==> config.mk <==
export PLATFORM = sky130hd
export DESIGN_NAME = scrub_walker
export DESIGN_NICKNAME = d
export VERILOG_FILES = /design/src/rtl/scrub_pkg.sv /design/src/rtl/scrub_pacer.sv /design/src/rtl/scrub_req_stage.sv /design/src/rtl/scrub_addr_walk.sv /design/src/rtl/scrub_walker.sv
export SDC_FILE = /design/constraint.sdc
export NUM_CORES = 1
export LEC_CHECK = 0
export ABC_AREA = 0
export CORE_AREA = 10 10 98 83
export DETAILED_ROUTE_END_ITERATION = 6
export DIE_AREA = 0 0 108 93
export PLACE_DENSITY = 0.8
export SKIP_LAST_GASP = 1
export SYNTH_ARGS = -nofsm -noshare
export SYNTH_HDL_FRONTEND = slang
export SYNTH_HIERARCHICAL = 1
export SYNTH_SLANG_ARGS = --single-unit
export TNS_END_PERCENT = 20
==> constraint.sdc <==
create_clock -name clk -period 4.25 [get_ports clk]
set_clock_uncertainty 0.1 [all_clocks]
set_input_delay 0.6375 -clock clk [delete_from_list [all_inputs] [get_ports clk]]
set_output_delay 0.6375 -clock clk [all_outputs]
set_load 0.02 [all_outputs]
==> src/rtl/scrub_pkg.sv <==
package scrub_pkg;
  typedef enum logic [1:0] {
    SOP_NONE = 2'b00,
    SOP_RMW  = 2'b11
  } scrub_op_e;
endpackage

==> src/rtl/scrub_pacer.sv <==
module scrub_pacer #(
  parameter int INTERVAL = 65536
) (
  input  logic clk,
  input  logic rst,
  input  logic en,
  input  logic hold,
  input  logic restart,
  input  logic armed,
  output logic fire
);
  localparam int CW = (INTERVAL > 2) ? $clog2(INTERVAL) : 1;
  localparam logic [CW-1:0] LAST = CW'(INTERVAL - 1);

  logic [CW-1:0] cnt;

  assign fire = en && !hold && !restart && armed && (cnt == LAST);

  always_ff @(posedge clk) begin
    if (rst || !en) begin
      cnt <= '0;
    end else if (restart) begin
      cnt <= CW'(1);
    end else if (!hold) begin
      cnt <= (cnt == LAST) ? '0 : cnt + CW'(1);
    end
  end

  assert_count_R2: assert property (@(posedge clk) disable iff (rst)
    (en && !hold && !restart) |=> (cnt == $past(cnt) + CW'(1) || cnt == '0));
  assert_zero_R7: assert property (@(posedge clk) disable iff (rst)
    !en |=> cnt == '0);
endmodule

==> src/rtl/scrub_req_stage.sv <==
module scrub_req_stage
  import scrub_pkg::*;
#(
  parameter int ADDR_W = 16
) (
  input  logic              clk,
  input  logic              rst,
  input  logic              en,
  input  logic              fire,
  input  logic [ADDR_W-1:0] line_sel,
  input  logic              ready,
  output logic              valid,
  output logic [ADDR_W-1:0] addr,
  output logic [1:0]        op,
  output logic              accept
);
  assign accept = valid && ready;

  always_ff @(posedge clk) begin
    if (rst) begin
      valid <= 1'b0;
      addr  <= '0;
      op    <= SOP_NONE;
    end else if (accept || !en) begin
      valid <= 1'b0;
      op    <= SOP_NONE;
    end else if (fire) begin
      valid <= 1'b1;
      addr  <= line_sel;
      op    <= SOP_RMW;
    end
  end

  assert_hold_R3: assert property (@(posedge clk) disable iff (rst)
    (valid && !ready && en) |=> (valid && $stable(addr)));
  assert_drop_R7: assert property (@(posedge clk) disable iff (rst)
    !en |=> !valid);
endmodule

==> src/rtl/scrub_addr_walk.sv <==
module scrub_addr_walk #(
  parameter int ADDR_W = 16
) (
  input  logic              clk,
  input  logic              rst,
  input  logic [ADDR_W:0]   lines,
  input  logic              accept,
  input  logic [ADDR_W-1:0] acc_addr,
  output logic [ADDR_W-1:0] line_sel,
  output logic              wrap
);
  logic [ADDR_W-1:0] cur;
  logic [ADDR_W:0]   nxt;
  logic              at_end;

  assign line_sel = ({1'b0, cur} < lines) ? cur : '0;
  assign nxt      = {1'b0, acc_addr} + (ADDR_W+1)'(1);
  assign at_end   = (nxt >= lines);

  always_ff @(posedge clk) begin
    if (rst) begin
      cur  <= '0;
      wrap <= 1'b0;
    end else begin
      wrap <= accept && at_end;
      if (accept) cur <= at_end ? '0 : nxt[ADDR_W-1:0];
    end
  end

  assert_wrap_src_R6: assert property (@(posedge clk) disable iff (rst)
    wrap |-> $past(accept));
  assert_wrap_zero_R6: assert property (@(posedge clk) disable iff (rst)
    wrap |-> cur == '0);
endmodule

==> src/rtl/scrub_walker.sv <==
module scrub_walker
  import scrub_pkg::*;
#(
  parameter int ADDR_W   = 16,
  parameter int INTERVAL = 65536
) (
  input  logic              clk,
  input  logic              rst,
  input  logic              cfg_en,
  input  logic [ADDR_W:0]   mem_lines,
  input  logic              req_ready,
  output logic              req_valid,
  output logic [ADDR_W-1:0] req_addr,
  output logic [1:0]        req_op,
  output logic              sweep_wrap
);
  logic              fire;
  logic              accept;
  logic [ADDR_W-1:0] line_sel;
  logic              armed;

  assign armed = (mem_lines != '0);

  scrub_pacer #(.INTERVAL(INTERVAL)) pacer_i (
    .clk(clk), .rst(rst), .en(cfg_en), .hold(req_valid),
    .restart(accept), .armed(armed), .fire(fire)
  );

  scrub_req_stage #(.ADDR_W(ADDR_W)) stage_i (
    .clk(clk), .rst(rst), .en(cfg_en), .fire(fire), .line_sel(line_sel),
    .ready(req_ready), .valid(req_valid), .addr(req_addr), .op(req_op),
    .accept(accept)
  );

  scrub_addr_walk #(.ADDR_W(ADDR_W)) walk_i (
    .clk(clk), .rst(rst), .lines(mem_lines), .accept(accept),
    .acc_addr(req_addr), .line_sel(line_sel), .wrap(sweep_wrap)
  );

  assert_rise_en_R2: assert property (@(posedge clk) disable iff (rst)
    $rose(req_valid) |-> $past(cfg_en));
  assert_empty_R9: assert property (@(posedge clk) disable iff (rst)
    (mem_lines == '0 && !req_valid) |=> !req_valid);
  assert_op_R4: assert property (@(posedge clk) disable iff (rst)
    req_valid |-> req_op == SOP_RMW);
endmodule

==> results of run 1 <==
## synth_stat cells (3+ instances only)
library cell	instances
sky130_fd_sc_hd__xnor2_1	19
sky130_fd_sc_hd__ha_1	34
sky130_fd_sc_hd__and3_1	3
sky130_fd_sc_hd__a21oi_1	44
sky130_fd_sc_hd__buf_4	3
sky130_fd_sc_hd__o21a_1	3
sky130_fd_sc_hd__nor2_1	24
sky130_fd_sc_hd__dfxtp_1	50
sky130_fd_sc_hd__nand2_1	53
sky130_fd_sc_hd__a21o_1	3
sky130_fd_sc_hd__nand3_1	23
sky130_fd_sc_hd__mux2i_1	17
sky130_fd_sc_hd__nand4_1	10
sky130_fd_sc_hd__clkbuf_1	10
sky130_fd_sc_hd__inv_1	21
sky130_fd_sc_hd__o21ai_0	4
sky130_fd_sc_hd__nor2b_1	3
sky130_fd_sc_hd__nor4_1	9
sky130_fd_sc_hd__xor2_1	7
sky130_fd_sc_hd__nand3b_1	3
sky130_fd_sc_hd__nand2b_1	34
sky130_fd_sc_hd__nor3_1	9
## layout make-up
| cell class | count | area (sq um) |
|---|---|---|
| sequential | 50 | 1000 |
| tap | 84 | 105 |
| clock inverter | 2 | 37.5 |
| clock buffer | 6 | 72.6 |
| fill | 530 | 2220 |
| timing repair buffer | 45 | 438 |
| inverter | 22 | 82.6 |
| multi-input combinational | 334 | 2260 |
## worst max path at each step
stage | start | end | depth (start not counted)
3_3_place_gp | stage_i/addr[6] | walk_i/cur[14] | 10
6_report | stage_i/addr[3] | walk_i/cur[14] | 10
5_1_grt | stage_i/addr[3] | walk_i/cur[14] | 10
2_1_floorplan | stage_i/addr[3] | walk_i/cur[10] | 11
3_5_place_dp | stage_i/addr[3] | walk_i/cur[14] | 10
4_1_cts | stage_i/addr[3] | walk_i/cur[14] | 10
## state kept, by name (all words and copies together), names as in the netlist
register and count:
pacer_i/cnt 16, stage_i/addr 16, stage_i/op 1, walk_i/cur 16
walk_i/wrap 1
## through the flow
step,util,power [mW],hold slack [ns],setup WS [ns]
after detailed placement,0.625,0.548,0.385,0.703
after CTS,0.643,0.886,0.401,0.659
after global routing,0.643,0.913,0.430,0.311
after floorplan,-,0.516,0.349,0.916
after global placement,0.625,0.546,0.381,0.802
final,0.643,0.882,0.400,0.538
## routing by layer
metal  up-vias  track usage
li1       1552            -
met1      1550        0.271
met2       156        0.274
met3        11       0.0398
met4         0       0.0511
met5         -            0
## cells in the final DEF, fill, tap and decap left out, types with 4 or more instances in the layout
cell and count:
sky130_fd_sc_hd__xor2_1 7, sky130_fd_sc_hd__nand4_1 10, sky130_fd_sc_hd__nor4_1 9, sky130_fd_sc_hd__nand2_1 53, sky130_fd_sc_hd__a21oi_1 44, sky130_fd_sc_hd__dfxtp_1 50, sky130_fd_sc_hd__mux2i_1 17, sky130_fd_sc_hd__xnor2_1 19
sky130_fd_sc_hd__o21ai_0 4, sky130_fd_sc_hd__nand2b_1 34, sky130_fd_sc_hd__ha_1 34, sky130_fd_sc_hd__nor3_1 9, sky130_fd_sc_hd__nand3_1 23, sky130_fd_sc_hd__clkdlybuf4s50_1 40, sky130_fd_sc_hd__buf_4 5, sky130_fd_sc_hd__clkbuf_8 5
sky130_fd_sc_hd__nor2_1 24, sky130_fd_sc_hd__inv_1 21
## power by group
| group | switching [mW] | leakage, nW | internal [mW] |
|---|---|---|---|
| clock | 0.167 | 0.0514 | 0.176 |
| sequential | 0.000987 | 0.403 | 0.469 |
| combinational | 0.0353 | 1.06 | 0.0338 |
| total | 0.203 | 1.51 | 0.679 |
## tightest hold or removal path, stage by stage (launching register included)
cell and delay [ns]:
sky130_fd_sc_hd__dfxtp_1 0.34, sky130_fd_sc_hd__nand2_1 0.07, sky130_fd_sc_hd__a21oi_1 0.05
## kinds of logic after synthesis
family                     share of synthesized area
DFF                                            0.291
AOI/OAI and AO/OA                              0.122
and+or+nand+nor                                0.295
muxes                                         0.0495
adders and majority gates                      0.124
xor gates and xnor gates                      0.0662
buffers and inverters                         0.0535
==> summary.md, run 1 <==
| Metric | Value |
|---|---|
| Number of flops mapped to enable cells by yosys | `0` |
| FP Rows | `26` |
| Min-delay src | `walk_i/cur[11]` |
| Setup repair after global routing missed its margin | `false` |
| Final Hold Fails | `0` |
| Layout cell share with drive strength beyond 1 | `0.0545` |
| Cell area after layout | `3990 sq um` |
| Die Y | `93 microns` |
| Destination of the worst register-to-register timing path | `walk_i/cur[14]` |
| Finish-stage setup viols | `0` |
| Mean area per synthesized cell | `8.13 sq um` |
| Clock-pin slew on the worst setup and hold paths | `0.10 ns` |
| Die boundary width | `108 microns` |
| CP cell instances | `nand3_1 > or4_4 > or3_1 > nand2_1 > ha_1 > nand4_1 > nor3_1 > a21oi_1 > a21boi_0 > a311oi_1` |
| DR WL met3 | `916 microns` |
| Reported leakage power | `roughly 1.5 nW` |
| I/O pin count | `41` |
| Vias per Instance | `6.02` |
| Time the final worst path needs with I/O delays and setup | `3.71 ns` |
| Number of max-cap violations | `0` |
| Pin count of the biggest net entering global routing | `38` |
| Post-synthesis cell count | `423` |
| Arrival @ worst endpoint | `3.84 ns` |
| Synthesis-to-finish area growth | `16.0%` |
| Via Count | `about 3.3k` |
| Pwr/cell area | `221 nW/um^2` |
| Drt total wl | `~9100 microns` |
| Worst slew slack as a fraction of its limit | `0.188` |
| Critical Path RT | `4.37 ns` |
| Maximum level of the CTS H-tree | `2` |
| Final period utilization | `0.873` |
| Highest Clock Rate | `0.269 GHz` |
| Routability congestion estimate | `1.04` |
| Setup slack of the most critical reg-to-reg path | `0.54 ns` |
| Depth of the worst hold-timing path | `2` |
| Met2 wire length | `roughly 3800 microns` |
| Critical Path Max Stage Delay | `~0.93 ns` |
| Total nets after synthesis | `478` |
| Yosys top cell by area | `sky130_fd_sc_hd__dfxtp_1` |
| Core region area | `6210 sq um` |
| Clock tree from TritonCTS | `built` |
| Class of the tightest hold or removal check | `reg -> reg` |
| IR Drop Worst-Case VDD | `0.000194 V` |
| CTS Root Cell | `sky130_fd_sc_hd__clkbuf_8` |
| CTS Sinks | `50` |
| Number of pins exceeding their max-slew limit in the final report | `0` |
| Top FF cell, synth | `sky130_fd_sc_hd__dfxtp_1` |
| Buffers on Ports | `40` |
| Antenna violations before repair | `0` |
| Post-CTS setup repair buffer count | `0` |
| Actual slew at the worst max-slew pin | `1.22 ns` |
| First-pass GRT wire length | `15,600 microns` |
| DR iter-0 viols | `370` |
| Placed Cells incl. Taps | `around 540` |
| Die footprint | `around 10,000 sq um` |
| Kind of start point of the critical path | `register` |
| Critical path buffer and inverter count | `0` |
| Worst-skew pair later-pin latency | `0.32 ns` |
| Worst r2r path cells | `10` |
| Layout Cells excl Fill | `543` |
| Slowest cell on crit path | `sky130_fd_sc_hd__a21oi_1` |
| End of the worst hold path | `walk_i/cur[11]` |
| Via count of the first global-routing pass | `3,122` |
| Number of CTS-inserted buffers | `5` |
| Top-area cell type share of the netlist area | `0.291` |
| Sequential-to-total area share from yosys stat | `0.291` |
| Number of optimization iterations in the first detailed-route pass | `5` |
| Wire length on met1 | `roughly 4400 microns` |
| Post-route antenna net violation count | `0` |
| Outcome | `complete, no violations` |
| Number of antenna repair diodes | `0` |
| Kind of end point of the critical path | `register` |
| Post-synth cell types | `53` |
| Post-route DRC violation count | `0` |
| Post-detailed-route wirelength per cell | `16.8 microns` |
| Post_cts resized | `0` |
| Cell Area, Synth | `3440 sq um` |
| Critical path's top delay family | `compound AO/OA/AOI/OAI gates` |
| Longest Clk Path Bufs | `2` |
| Global router's overall resource usage | `0.188` |
| GRT overflow | `0` |
| Highest routing layer actually used | `met4` |
| Starting density of the core | `0.554` |
| Share of synthesized flip-flops with an asynchronous set or reset | `0` |
| Critical Setup Path Class | `reg -> reg` |
| Yosys warnings | `6` |
| Aggregate negative setup slack | `0 ns` |
| Hold bufs inserted after CTS | `0` |
| Seq cells post-synth | `50` |
| Net count, final | `513` |
| Worst Path Max Fanout | `15` |
| Launch instance of the worst register-to-register path | `stage_i/addr[3]` |
| Final HPWL DP | `6980 microns` |
| Area contributors post-synth | `sky130_fd_sc_hd__dfxtp_1 29%, sky130_fd_sc_hd__ha_1 12%, sky130_fd_sc_hd__a21oi_1 6.4%, sky130_fd_sc_hd__nand2b_1 6.2%, sky130_fd_sc_hd__nand2_1 5.8%` |
| Post-detailed-placement cell area | `3880 sq um` |
Note: power is estimated with default switching activity, not from simulation.
==> inputs of run 2 (changes only) <==
- CORE_AREA: 10 10 98 83 -> 10 10 89 91
- DIE_AREA: 0 0 108 93 -> 0 0 99 101
==> run 2 against run 1 <==
Compared with the run above:
- routed wire length is 6.9% lower
- sequential share of layout area hardly changed
- cell area is 0.13% lower
- count of clock-buffer cells in the layout is 1 lower
- critical path type unchanged
- largest power group unchanged
==> summary.md, run 2 (same netlist as run 1, synthesis figures left out) <==
| Metric | Value |
|---|---|
| Worst slew slack as a fraction of its limit | `0.291 (+0.103)` |
| IR Drop Worst-Case VDD | `0.000214 V (+11%)` |
| Worst r2r path cells | `10 (unchanged)` |
| FP Rows | `29 (+12%)` |
| Area used by sequential logic in the layout | `1000 sq um (unchanged)` |
| Post-route antenna net violation count | `0 (unchanged)` |
| Arrival @ worst endpoint | `3.78 ns (-0.06 ns)` |
| Layout cell share with drive strength beyond 1 | `0.0566 (+0.00218)` |
| Kind of start point of the critical path | `register` |
| Via count of the first global-routing pass | `2,851 (-8.7%)` |
| Destination of the worst register-to-register timing path | `walk_i/cur[14]` |
| Post-route worst hold slack | `0.392 ns (-0.00851 ns)` |
| Time the final worst path needs with I/O delays and setup | `3.67 ns (-0.0436 ns)` |
| Net count, final | `513 (unchanged)` |
| Clock-pin slew on the worst setup and hold paths | `0.09 ns (about the same)` |
| Buffers on Ports | `40 (unchanged)` |
| Die Y | `101 microns (+8.6%)` |
| Critical Setup Path Class | `reg -> reg` |
| First-pass GRT wire length | `13,900 microns (-11%)` |
| Post-route DRC violation count | `0 (unchanged)` |
| Class of the tightest hold or removal check | `reg -> reg` |
| I/O pin count | `41 (unchanged)` |
| Reported leakage power | `1.51 nW (about the same)` |
| Outcome | `complete, no violations` |
| Critical Path RT | `4.36 ns (about the same)` |
| Number of antenna repair diodes | `0 (unchanged)` |
| Number of max-cap violations | `0 (unchanged)` |
| Drt total wl | `8510 microns (-6.9%)` |
| Highest Clock Rate | `0.273 GHz (+1.2%)` |
| Antenna violations before repair | `0 (unchanged)` |
| DR iter-0 viols | `220 (-41%)` |
| Number of CTS-inserted buffers | `5 (unchanged)` |
| Number of pins exceeding their max-slew limit in the final report | `0 (unchanged)` |
| Actual slew at the worst max-slew pin | `1.06 ns (-0.154 ns)` |
| Vias per Instance | `5.81 (-3.5%)` |
| Global router's overall resource usage | `0.165 (-0.0233)` |
| Most common cell after layout, fill and taps aside | `sky130_fd_sc_hd__nand2_1` |
| Setup repair after global routing missed its margin | `false` |
| Finish-stage setup viols | `0 (unchanged)` |
| End of the worst hold path | `walk_i/cur[11]` |
| Worst setup path startpoint | `stage_i/addr[6]` |
| Die boundary width | `99 microns (-8.3%)` |
| Core region area | `6200 sq um (-0.14%)` |
| Routability congestion estimate | `0.877 (-16%)` |
| Min-delay src | `walk_i/cur[11]` |
| Post-CTS setup repair buffer count | `0 (unchanged)` |
| Post-detailed-route wirelength per cell | `15.9 microns (-5.6%)` |
| Depth of the worst hold-timing path | `2 (unchanged)` |
| Pin count of the biggest net entering global routing | `38 (unchanged)` |
| Setup slack of the most critical reg-to-reg path | `0.58 ns (+0.04 ns)` |
| Synthesis-to-finish area growth | `15.9%` |
| Worst Path Max Fanout | `15 (unchanged)` |
| Pwr/cell area | `219 nW/um^2 (-0.65%)` |
| CTS Root Cell | `sky130_fd_sc_hd__clkbuf_8` |
| Aggregate negative setup slack | `0 ns (unchanged)` |
| Multi-input logic area | `2260 sq um (unchanged)` |
| Number of optimization iterations in the first detailed-route pass | `4 (-1)` |
| Maximum level of the CTS H-tree | `2 (unchanged)` |
| Longest Clk Path Bufs | `2 (unchanged)` |
| Final period utilization | `0.863 (-0.0103)` |
| Kind of end point of the critical path | `register` |
| Final HPWL DP | `6680 microns (-4.4%)` |
| Final Hold Fails | `0 (unchanged)` |
| Die footprint | `10000 sq um (-0.45%)` |
| Post_cts resized | `0 (unchanged)` |
| Starting density of the core | `0.555 (+0.000782)` |
| CTS Sinks | `50 (unchanged)` |
| Worst-skew pair later-pin latency | `0.30 ns (-0.02 ns)` |
| GRT overflow | `0 (unchanged)` |
| Launch instance of the worst register-to-register path | `stage_i/addr[6]` |
| Via Count | `3,115 (-4.7%)` |
| Leading registers by flop count | `pacer_i/cnt (16), stage_i/addr (16), walk_i/cur (16)` |
| Hold bufs inserted after CTS | `0 (unchanged)` |
| Clock tree from TritonCTS | `built` |
| Commonest cells after routing, fill and taps aside | `53 x sky130_fd_sc_hd__nand2_1, 50 x sky130_fd_sc_hd__dfxtp_1, 44 x sky130_fd_sc_hd__a21oi_1, 40 x sky130_fd_sc_hd__clkdlybuf4s50_1` |
| Total of fill cells in the finished design | `524 (-1.1%)` |
[run 2: changes by cell type in the layout (fill, tap and decap cells not counted), sizes merged]
cell,previous run,this run
clkinvlp,1,2
clkbuf,6,5
[run 2: cell type report]
cell class	instances	area share
clock inverters	3	0.0113
repair buffers	45	0.110
flip-flops and latches	50	0.251
clock buffers	5	0.0173
multi-input cells	334	0.566
inverters	22	0.0207
well taps	77	0.0242
[run 2: worst max-delay path, stage by stage, from the launching register on]
cell	delay, ns
sky130_fd_sc_hd__dfxtp_1	0.48
sky130_fd_sc_hd__nand4_2	0.16
sky130_fd_sc_hd__or4_4	0.58
sky130_fd_sc_hd__or3_1	0.33
sky130_fd_sc_hd__nand2_1	0.08
sky130_fd_sc_hd__ha_1	0.26
sky130_fd_sc_hd__nand4_1	0.09
sky130_fd_sc_hd__nor3_1	0.08
sky130_fd_sc_hd__a21oi_1	0.82
sky130_fd_sc_hd__a21boi_0	0.28
sky130_fd_sc_hd__a311oi_1	0.32
[run 2: worst max path at each step]
stage	endpoint	slack [ns]
after floorplan	walk_i/cur[10]	0.92
after global placement	walk_i/cur[14]	0.86
after detailed placement	walk_i/cur[14]	0.71
after CTS	walk_i/cur[14]	0.71
after global routing	walk_i/cur[14]	0.41
final	walk_i/cur[14]	0.58
[run 2: through the flow]
stage | setup slack [ns] | std cells | util | instance area (sq um) | power, mW
6_report | 0.582 | 536 | 0.643 | 3990 | 0.875
5_1_grt | 0.411 | 536 | 0.643 | 3990 | 0.903
4_1_cts | 0.708 | 536 | 0.643 | 3990 | 0.884
3_5_place_dp | 0.712 | 528 | 0.624 | 3870 | 0.548
3_3_place_gp | 0.862 | 528 | 0.624 | 3870 | 0.546
2_1_floorplan | 0.916 | 423 | - | 3440 | 0.516
[run 2: per-layer routing]
layer	share of wire	track usage	vias to the layer above
met5	0	0	-
met4	0.013	0.0485	0
met3	0.070	0.0405	8
met2	0.46	0.273	95
met1	0.46	0.206	1458
li1	-	-	1554
[run 2: power by group]
part	switching [mW]	leakage [nW]	internal, mW
Combinational	0.0340	1.06	0.0335
Clock	0.162	0.0504	0.175
Sequential	0.00102	0.403	0.469
Total	0.197	1.51	0.678
==> inputs of run 3 (changes only) <==
- CAP_MARGIN: unset -> 20
==> results of run 3 <==
Same layout as run 2: the final DEF is identical, and so are final timing and power.
